## src/rtl/wmod_pkg.sv

```systemverilog
package wmod_pkg;

    typedef enum logic [1:0] {
        SEL_CARRIER_LIM = 2'd0,
        SEL_PWM_TOP     = 2'd1,
        SEL_PWM_CMP     = 2'd2,
        SEL_PIN_CTRL    = 2'd3
    } reg_sel_e;

    localparam int PIN_MERGE_BIT = 0;
    localparam int PIN_DRIVE_BIT = 1;

    typedef struct packed {
        logic drive_en;
        logic merge_or;
    } pin_ctrl_t;

    typedef struct packed {
        logic carrier;
        logic pwm;
    } wave_pair_t;

    typedef struct packed {
        logic ld_carrier;
        logic ld_top;
        logic ld_cmp;
    } load_strobes_t;

    function automatic logic merge_waves(input wave_pair_t w, input logic use_or);
        return use_or ? (w.carrier | w.pwm) : (w.carrier & w.pwm);
    endfunction

endpackage

```

## src/rtl/wmod_regdec.sv

```systemverilog
module wmod_regdec
    import wmod_pkg::*;
#(
    parameter int DW = 8
) (
    input  logic          clk,
    input  logic          rst,
    input  logic          wr_en,
    input  logic [1:0]    wr_sel,
    input  logic [DW-1:0] wr_data,
    output load_strobes_t loads,
    output pin_ctrl_t     ctrl
);

    reg_sel_e sel;
    assign sel = reg_sel_e'(wr_sel);

    always_comb begin
        loads = '0;
        if (wr_en) begin
            case (sel)
                SEL_CARRIER_LIM: loads.ld_carrier = 1'b1;
                SEL_PWM_TOP:     loads.ld_top     = 1'b1;
                SEL_PWM_CMP:     loads.ld_cmp     = 1'b1;
                default:         loads            = '0;
            endcase
        end
    end

    always_ff @(posedge clk) begin
        if (rst) begin
            ctrl <= '0;
        end else if (wr_en && sel == SEL_PIN_CTRL) begin
            ctrl.merge_or <= wr_data[PIN_MERGE_BIT];
            ctrl.drive_en <= wr_data[PIN_DRIVE_BIT];
        end
    end

    // pin control takes a write on the very next edge
    a_r6_ctrl_write: assert property (@(posedge clk) disable iff (rst)
        (wr_en && wr_sel == 2'd3) |=> (ctrl.drive_en == $past(wr_data[PIN_DRIVE_BIT])))
        else $error("a_r6_ctrl_write");

    a_r5_ctrl_hold: assert property (@(posedge clk) disable iff (rst)
        !(wr_en && wr_sel == 2'd3) |=> $stable(ctrl))
        else $error("a_r5_ctrl_hold");

endmodule

```

## src/rtl/wmod_carrier.sv

```systemverilog
module wmod_carrier #(
    parameter int W = 8
) (
    input  logic         clk,
    input  logic         rst,
    input  logic         ld,
    input  logic [W-1:0] ld_val,
    output logic         wave_q
);

    logic [W-1:0] cnt;
    logic [W-1:0] lim_staged;
    logic [W-1:0] lim_active;
    logic         wrap;

    assign wrap = (cnt == lim_active);

    always_ff @(posedge clk) begin
        if (rst) begin
            cnt        <= '0;
            lim_staged <= '0;
            lim_active <= '0;
            wave_q     <= 1'b0;
        end else begin
            if (ld) begin
                lim_staged <= ld_val;
            end
            if (wrap) begin
                cnt        <= '0;
                lim_active <= lim_staged;
                wave_q     <= ~wave_q;
            end else begin
                cnt <= cnt + 1'b1;
            end
        end
    end

    a_r2_flip_on_wrap: assert property (@(posedge clk) disable iff (rst)
        (cnt == lim_active) |=> (wave_q != $past(wave_q)))
        else $error("a_r2_flip_on_wrap");

    a_r2_hold_mid_period: assert property (@(posedge clk) disable iff (rst)
        (cnt != lim_active) |=> $stable(wave_q))
        else $error("a_r2_hold_mid_period");

    a_r4_carrier_staged: assert property (@(posedge clk) disable iff (rst)
        (cnt != lim_active) |=> $stable(lim_active))
        else $error("a_r4_carrier_staged");

endmodule

```

## src/rtl/wmod_pwm.sv

```systemverilog
module wmod_pwm #(
    parameter int W = 8
) (
    input  logic         clk,
    input  logic         rst,
    input  logic         ld_top,
    input  logic         ld_cmp,
    input  logic [W-1:0] ld_val,
    output logic         wave_q
);

    logic [W-1:0] cnt;
    logic [W-1:0] top_staged;
    logic [W-1:0] top_active;
    logic [W-1:0] cmp_staged;
    logic [W-1:0] cmp_active;
    logic         wrap;
    logic         level;

    assign wrap  = (cnt == top_active);
    assign level = (cnt <= cmp_active);

    always_ff @(posedge clk) begin
        if (rst) begin
            cnt        <= '0;
            top_staged <= '0;
            top_active <= '0;
            cmp_staged <= '0;
            cmp_active <= '0;
            wave_q     <= 1'b0;
        end else begin
            if (ld_top) begin
                top_staged <= ld_val;
            end
            if (ld_cmp) begin
                cmp_staged <= ld_val;
            end
            if (wrap) begin
                cnt        <= '0;
                top_active <= top_staged;
                cmp_active <= cmp_staged;
            end else begin
                cnt <= cnt + 1'b1;
            end
            wave_q <= level;
        end
    end

    a_r3_set_at_start: assert property (@(posedge clk) disable iff (rst)
        (cnt == '0) |=> wave_q)
        else $error("a_r3_set_at_start");

    a_r3_clear_after_cmp: assert property (@(posedge clk) disable iff (rst)
        (cnt > cmp_active) |=> !wave_q)
        else $error("a_r3_clear_after_cmp");

    a_r3_count_bounded: assert property (@(posedge clk) disable iff (rst)
        (cnt <= top_active) |=> (cnt <= top_active))
        else $error("a_r3_count_bounded");

    a_r4_pwm_staged: assert property (@(posedge clk) disable iff (rst)
        (cnt != top_active) |=> ($stable(top_active) && $stable(cmp_active)))
        else $error("a_r4_pwm_staged");

endmodule

```

## src/rtl/wmod_pin_stage.sv

```systemverilog
module wmod_pin_stage
    import wmod_pkg::*;
(
    input  logic       clk,
    input  logic       rst,
    input  wave_pair_t waves,
    input  pin_ctrl_t  ctrl,
    output logic       pin_q,
    output logic       pin_oe
);

    always_ff @(posedge clk) begin
        if (rst) begin
            pin_q <= 1'b0;
        end else begin
            pin_q <= merge_waves(waves, ctrl.merge_or);
        end
    end

    assign pin_oe = ctrl.drive_en;

    // AND gating blocks the pin whenever either waveform is low
    a_r5_and_gate: assert property (@(posedge clk) disable iff (rst)
        (!ctrl.merge_or && !(waves.carrier && waves.pwm)) |=> !pin_q)
        else $error("a_r5_and_gate");

    // OR merging passes any high waveform
    a_r5_or_pass: assert property (@(posedge clk) disable iff (rst)
        (ctrl.merge_or && (waves.carrier || waves.pwm)) |=> pin_q)
        else $error("a_r5_or_pass");

endmodule

```

## src/rtl/wave_modulator.sv

```systemverilog
module wave_modulator
    import wmod_pkg::*;
#(
    parameter  int CW = 8,
    parameter  int PW = 8,
    localparam int DW = (CW > PW) ? CW : PW
) (
    input  logic          clk,
    input  logic          rst,
    input  logic          wr_en,
    input  logic [1:0]    wr_sel,
    input  logic [DW-1:0] wr_data,
    output logic          pin_o,
    output logic          pin_oe
);

    load_strobes_t loads;
    pin_ctrl_t     ctrl;
    wave_pair_t    waves;

    wmod_regdec #(.DW(DW)) u_regdec (
        .clk     (clk),
        .rst     (rst),
        .wr_en   (wr_en),
        .wr_sel  (wr_sel),
        .wr_data (wr_data),
        .loads   (loads),
        .ctrl    (ctrl)
    );

    wmod_carrier #(.W(CW)) u_carrier (
        .clk    (clk),
        .rst    (rst),
        .ld     (loads.ld_carrier),
        .ld_val (wr_data[CW-1:0]),
        .wave_q (waves.carrier)
    );

    wmod_pwm #(.W(PW)) u_pwm (
        .clk    (clk),
        .rst    (rst),
        .ld_top (loads.ld_top),
        .ld_cmp (loads.ld_cmp),
        .ld_val (wr_data[PW-1:0]),
        .wave_q (waves.pwm)
    );

    wmod_pin_stage u_pin (
        .clk    (clk),
        .rst    (rst),
        .waves  (waves),
        .ctrl   (ctrl),
        .pin_q  (pin_o),
        .pin_oe (pin_oe)
    );

    // reset leaves the pin undriven and low
    a_r1_reset_clear: assert property (@(posedge clk)
        rst |=> (!pin_o && !pin_oe))
        else $error("a_r1_reset_clear");

    a_r6_enable_port: assert property (@(posedge clk) disable iff (rst)
        (wr_en && wr_sel == 2'd3) |=> (pin_oe == $past(wr_data[PIN_DRIVE_BIT])))
        else $error("a_r6_enable_port");

endmodule

```

## config.mk

```make
export PLATFORM = sky130hd
export DESIGN_NAME = wave_modulator
export DESIGN_NICKNAME = d
export VERILOG_FILES = /design/src/rtl/wmod_pkg.sv /design/src/rtl/wmod_regdec.sv /design/src/rtl/wmod_carrier.sv /design/src/rtl/wmod_pwm.sv /design/src/rtl/wmod_pin_stage.sv /design/src/rtl/wave_modulator.sv
export SDC_FILE = /design/constraint.sdc
export NUM_CORES = 1
export LEC_CHECK = 0
export ABC_CLOCK_PERIOD_IN_PS = 4300
export BUFFER_PORTS_ARGS = -buffer_cell sky130_fd_sc_hd__buf_2
export CORE_ASPECT_RATIO = 0.6
export CORE_MARGIN = 4
export CORE_UTILIZATION = 45
export CTS_CLUSTER_SIZE = 10
export DETAILED_ROUTE_END_ITERATION = 10
export SKIP_LAST_GASP = 1
export SLEW_MARGIN = 20
export SYNTH_ARGS = -nofsm -noshare
export SYNTH_HDL_FRONTEND = slang
export SYNTH_HIERARCHICAL = 1
export SYNTH_SLANG_ARGS = --single-unit
```

## constraint.sdc

```tcl
create_clock -name clk -period 4.3 [get_ports clk]
set_clock_uncertainty 0.1 [all_clocks]
set_input_delay 0.86 -clock clk [delete_from_list [all_inputs] [get_ports clk]]
set_output_delay 0.86 -clock clk [all_outputs]
set_load 0.02 [all_outputs]
```

# Yosys cells after proc, flatten, opt, wreduce, memory -nomap -nowiden
# Cells that the tools add are included.
[word_totals]
word_cells = 33
ff_bits = 69
output_inout_bits = 2
in_bits = 13
rom_bits = 0
n_memories = 0
latch_bits = 0
ram_bits = 0
[op_classes]
addsub = 2
n_div = 0
n_eq_ne = 5
order_cmp = 1
mul = 0
reduce_logical = 4
n_mux = 5
n_bitwise = 3
shifts = 0
[ops]
columns = ["op", "count"]
rows = [
  ["adder 8 x 1 -> 8 bit, second input constant", 2],
  ["equality test 8 bit", 2],
  ["less-or-equal comparator 8 bit", 1],
  ["equality test 2 bit, second input constant", 2],
  ["2-to-1 mux 1 bit", 4],
  ["OR reduction 2 bit", 2],
  ["2-to-1 mux 3 bit", 1],
  ["equality test 2 x 1 -> 1 bit, second input constant", 1],
  ["zero test 2 bit", 1],
  ["bitwise AND 1 bit", 1],
  ["logical AND 1 bit", 1],
  ["NOT 1 bit", 1],
  ["OR 1 bit", 1],
]

# Logic depth before layout (Yosys ltp)
[depth]
word_depth = 3
depth_mapped = 6
ltp_nobuf = 6

# Cells and area by module
# The synthesis kept the hierarchy.
[modules_own_cells]
columns = ["module", "cells_per_inst", "instances", "seq_area_each_um2", "area_each_um2"]
rows = [
  ["wmod_pwm", 194, 1, 820.8, 1905.6],
  ["wmod_carrier", 105, 1, 500.5, 1116.1],
  ["wmod_regdec", 13, 1, 40.0, 121.4],
  ["wmod_pin_stage", 5, 1, 20.0, 41.3],
]

# Worst setup path after synthesis
# No wires, ideal clock.
[synth_timing]
kind = "input to register"
start = "input port wr_sel[0]"
end = "register u_pwm.cmp_staged[3]"
arrival_ps = 1689
setup_ps = 128
stages = 4
required_ps = 4072
n_path_buf = 1
setup_slack_ps = 2383
path_cell_list = "and3b_2 > clkbuf_1 > mux2i_1 > nor2_1"
[synth_between]
elab_chain_cells = 3
[synth_rtl]
columns = ["element", "line", "source"]
rows = [
  ["from (decl)", "wave_modulator.sv:11", "input logic [1:0] wr_sel,"],
  ["equality test 2 bit", "wmod_regdec.sv:21", "case (sel)"],
  ["2-to-1 mux 1 bit", "wmod_regdec.sv:21", ""],
  ["2-to-1 mux 3 bit", "wmod_regdec.sv:20", "if (wr_en) begin"],
  ["to (signal assigned)", "wmod_pwm.sv:36", "cmp_staged <= ld_val;"],
  ["to (decl)", "wmod_pwm.sv:15", "logic [W-1:0] cmp_staged;"],
]
# No other way between the ends.
# A chain may end at the register's enable or synchronous reset.

# Worst setup path in the final report
[layout_timing]
start = "register u_pwm.cnt[3]"
end = "register u_pwm.cmp_active[2]"
[layout_between]
elab_chain_cells = 1
[layout_rtl]
columns = ["element", "line", "source"]
rows = [
  ["from (decl)", "wmod_pwm.sv:12", "logic [W-1:0] cnt;"],
  ["from (signal assigned)", "wmod_pwm.sv:43", "cnt <= cnt + 1'b1;"],
  ["equality test 8 bit", "wmod_pwm.sv:20", "assign wrap = (cnt == top_active);"],
  ["to (signal assigned)", "wmod_pwm.sv:41", "cmp_active <= cmp_staged;"],
  ["to (decl)", "wmod_pwm.sv:16", "logic [W-1:0] cmp_active;"],
]
# No other way between the ends.

==> results.yml <==
job:
  maxCapViolations: 0
sta:
  fmax_ghz: 0.511
  hold_viol_final: 0
  tns_ns: 0
  relSlewSlack_pct: 37.7
  fin_crit_ns: 1.96
  drv_slew: 0
  rsz0062_at_grt: "false"
  worstMarginPinSlew_ns: 0.931
  timing.final.crit_share_pct: 45.5
  setup_viol: 0
  finalWorstSetupSlack_ns: 2.34
grt:
  grt_pass1_vias: 1961
  grt_pass1_wl_um: 9580
  grt_antenna_before_repair: 0
  grt_overflow: 0
  grt_max_degree: 85
  grtUsageTotal_pct: 14.8
die:
  start_util_pct: 47.1
  core_mm2: 0.00676
  ios: 15
  die_area_mm2: 0.00853
  die_h_um: 73.2
  die_w_um: 117
  rows: 23
yosys:
  synth-seq-area-share_pct: 43.4
  synth.avg_cell_area_um2: 10.0
  syn_area_mm2: 0.00318
  syn_inst: 317
  synth_cell_types: 35
  synth_nets: 340
  ys_warn_count: 6
  ys_ff_latch: 69
cts:
  cts_setup_buffers: 0
  cts_tree: "done"
  path_clk_slew_ns: 0.05
  clock-sinks: 69
  cts_buffers: 9
  hold_buffers: 0
  cts-resized-gates: 0
  clockBufferDepth: 2
  clock_latency_ns: 0.32
  h-tree-depth: 3
  cts-root-buf: "clkbuf_16"
hold_path:
  hp-class: "flip-flop to flip-flop"
cells_and_area:
  n_antenna_cell: 0
  multi_input_comb_area_mm2: 0.00166
  final_nets: 352
  area_growth_syn_to_layout_pct: 11.4
  nFillCells: 612
  drive_above_1_share_pct: 11.4
  register_area_mm2: 0.00138
critical_path:
  crit_end: "u_pwm/cmp_active[2]"
  cp_max_fo: 24
  critPathKind: "flip-flop to flip-flop"
  reg2reg_slack_ns: 2.34
  crit_path_start_kind: "flip-flop"
  r2r_end: "u_pwm/cmp_active[2]"
  cp-end-kind: "flip-flop"
  arrival_ns: 2.11
  crit_path_start: "u_pwm/cnt[3]"
  required_ns: 4.45
  reg2regPathDepth: 4
  rr_startpoint: "u_pwm/cnt[3]"
detailed_routing:
  vias: 2044
  drt_pre_antenna_iters: 4
  drt-total-wl_um: 5560
  ant_nets: 0
  drc: 0
  wl_met3_um: 254
  wire_per_inst_um: 13.3
  met2_wirelength_um: 2050
  wl_met1_um: 3180
  routed.top_layer: "met4"
  avgViaCountPerCell: 4.88
  drt_iter0_drc: 126
pwr:
  p_int_uw: 1220
  power_frac_comb_pct: 18.3
  ir_drop_mv: 0.294
  switchingPower_uw: 452
  p_leak_uw: 0.00138
  p_total_uw: 1670
  p_per_area_mw_per_mm2: 472
  clkPwrFrac_pct: 39.5
  switching_share_pct: 27.0
  seq_power_share_pct: 42.2
placement:
  port_buffers: 14
  dpl.hpwl_um: 3880
  gp_congestion: 0.762
  dp_slack_ns: 1.90
status:
  status: "complete, no violations"
## flip-flops by register name, summed over array words and instances, names as in the netlist
name                  cells
u_pwm/top_active          8
u_pwm/cmp_active          8
u_pwm/top_staged          8
u_carrier/wave_q          1
u_pwm/cnt                 8
u_carrier/lim_active      8
u_carrier/lim_staged      8
u_pwm/cmp_staged          8
u_regdec/ctrl             2
u_pwm/wave_q              1
u_carrier/cnt             8
u_pin/pin_q               1
## worst min path at each step
| stage | from | to | slack [ns] | depth (start not counted) |
|---|---|---|---|---|
| 6_report | u_pwm/cmp_active[5] | u_pwm/cmp_active[5] | 0.37 | 2 |
| 4_1_cts | u_pwm/cmp_active[5] | u_pwm/cmp_active[5] | 0.38 | 2 |
| 5_1_grt | u_carrier/lim_staged[6] | u_carrier/lim_active[6] | 0.39 | 2 |
| 3_5_place_dp | u_carrier/lim_staged[0] | u_carrier/lim_active[0] | 0.36 | 2 |
| 2_1_floorplan | u_pwm/wave_q | u_pin/pin_q | 0.34 | 2 |
| 3_3_place_gp | u_regdec/ctrl[1] | u_regdec/ctrl[1] | 0.36 | 2 |
## logic make-up (layout without fill, tap and decap cells)
logic type | count (synthesis) | in the layout | share of synthesized area, %
adder cells (fa/ha/maj) | 10 | 10 | 3.93
AND/OR/NAND/NOR | 125 | 125 | 22.9
buffers and inverters | 25 | 40 | 4.44
AO/OA/AOI/OAI | 9 | 9 | 1.57
multiplexers | 51 | 51 | 16.1
XOR/XNOR | 28 | 28 | 7.70
flip-flops | 69 | 69 | 43.4
## power by group through the flow
stage / Combinational, uW / Clock, uW / Sequential, uW
global placement: 307 / 0 / 718
floorplan: 303 / 0 / 713
detailed placement: 309 / 0 / 719
CTS: 309 / 686 / 706
finish: 307 / 660 / 706
global route: 335 / 707 / 711
## layout make-up
type | instances | area share, %
multi-input combinational | 223 | 46.8
sequential | 69 | 38.9
clock buffer | 12 | 7.23
tap | 87 | 3.07
timing repair buffer | 17 | 2.68
inverter | 9 | 0.952
clock inverter | 2 | 0.282
## per-stage QoR
| step | utilization [%] | hold WS, ns | std cells | area, um^2 |
|---|---|---|---|---|
| floorplan | - | 0.338 | 317 | 3180 |
| global placement | 48.5 | 0.358 | 405 | 3280 |
| detailed placement | 48.5 | 0.365 | 405 | 3280 |
| CTS | 52.4 | 0.378 | 419 | 3540 |
| global route | 52.5 | 0.392 | 419 | 3550 |
| finish | 52.5 | 0.371 | 419 | 3550 |
## per-layer routing
layer	track usage, %	up-vias
met5	0	-
met4	5.34	0
met3	5.80	10
met2	17.7	26
met1	23.1	930
li1	-	1078
## worst max-delay path, stage by stage, from the launching register on
cell,delay (ns)
dfxtp_1,0.44
xnor2_1,0.16
nand4_1,0.21
nor2_4,0.70
mux2i_1,0.26
## placed cells by master (no fill, tap or decap), drive strengths merged, types with 9 or more instances in the layout
cell and instances:
clkbuf 12, nor3 15, buf 17, dfxtp 69, xnor2 20, nand2b 52
nor2 29, mux2i 50, inv 9, ha 10
## synthesized netlist by cell type (all sizes together)
cell,n,area [um^2]
dfxtp,69,1380
nand2b,52,325
mux2i,50,500
nor2,29,133
xnor2,20,175
nor3,15,80.1
buf,10,85.1
ha,10,125
inv,9,33.8
nand3,8,40.0
xor2,8,70.1
clkbuf,6,22.5
nand4,6,50.0
a21oi,5,25.0
and3,5,36.3
nand2,4,15.0
nor3b,3,27.5
o21ai,2,10.0
a211oi,1,7.51
a21o,1,7.51
and2,1,6.26
and3b,1,10.0
mux2,1,11.3
nor2b,1,6.26
Note: power is estimated with default switching activity, not from simulation.
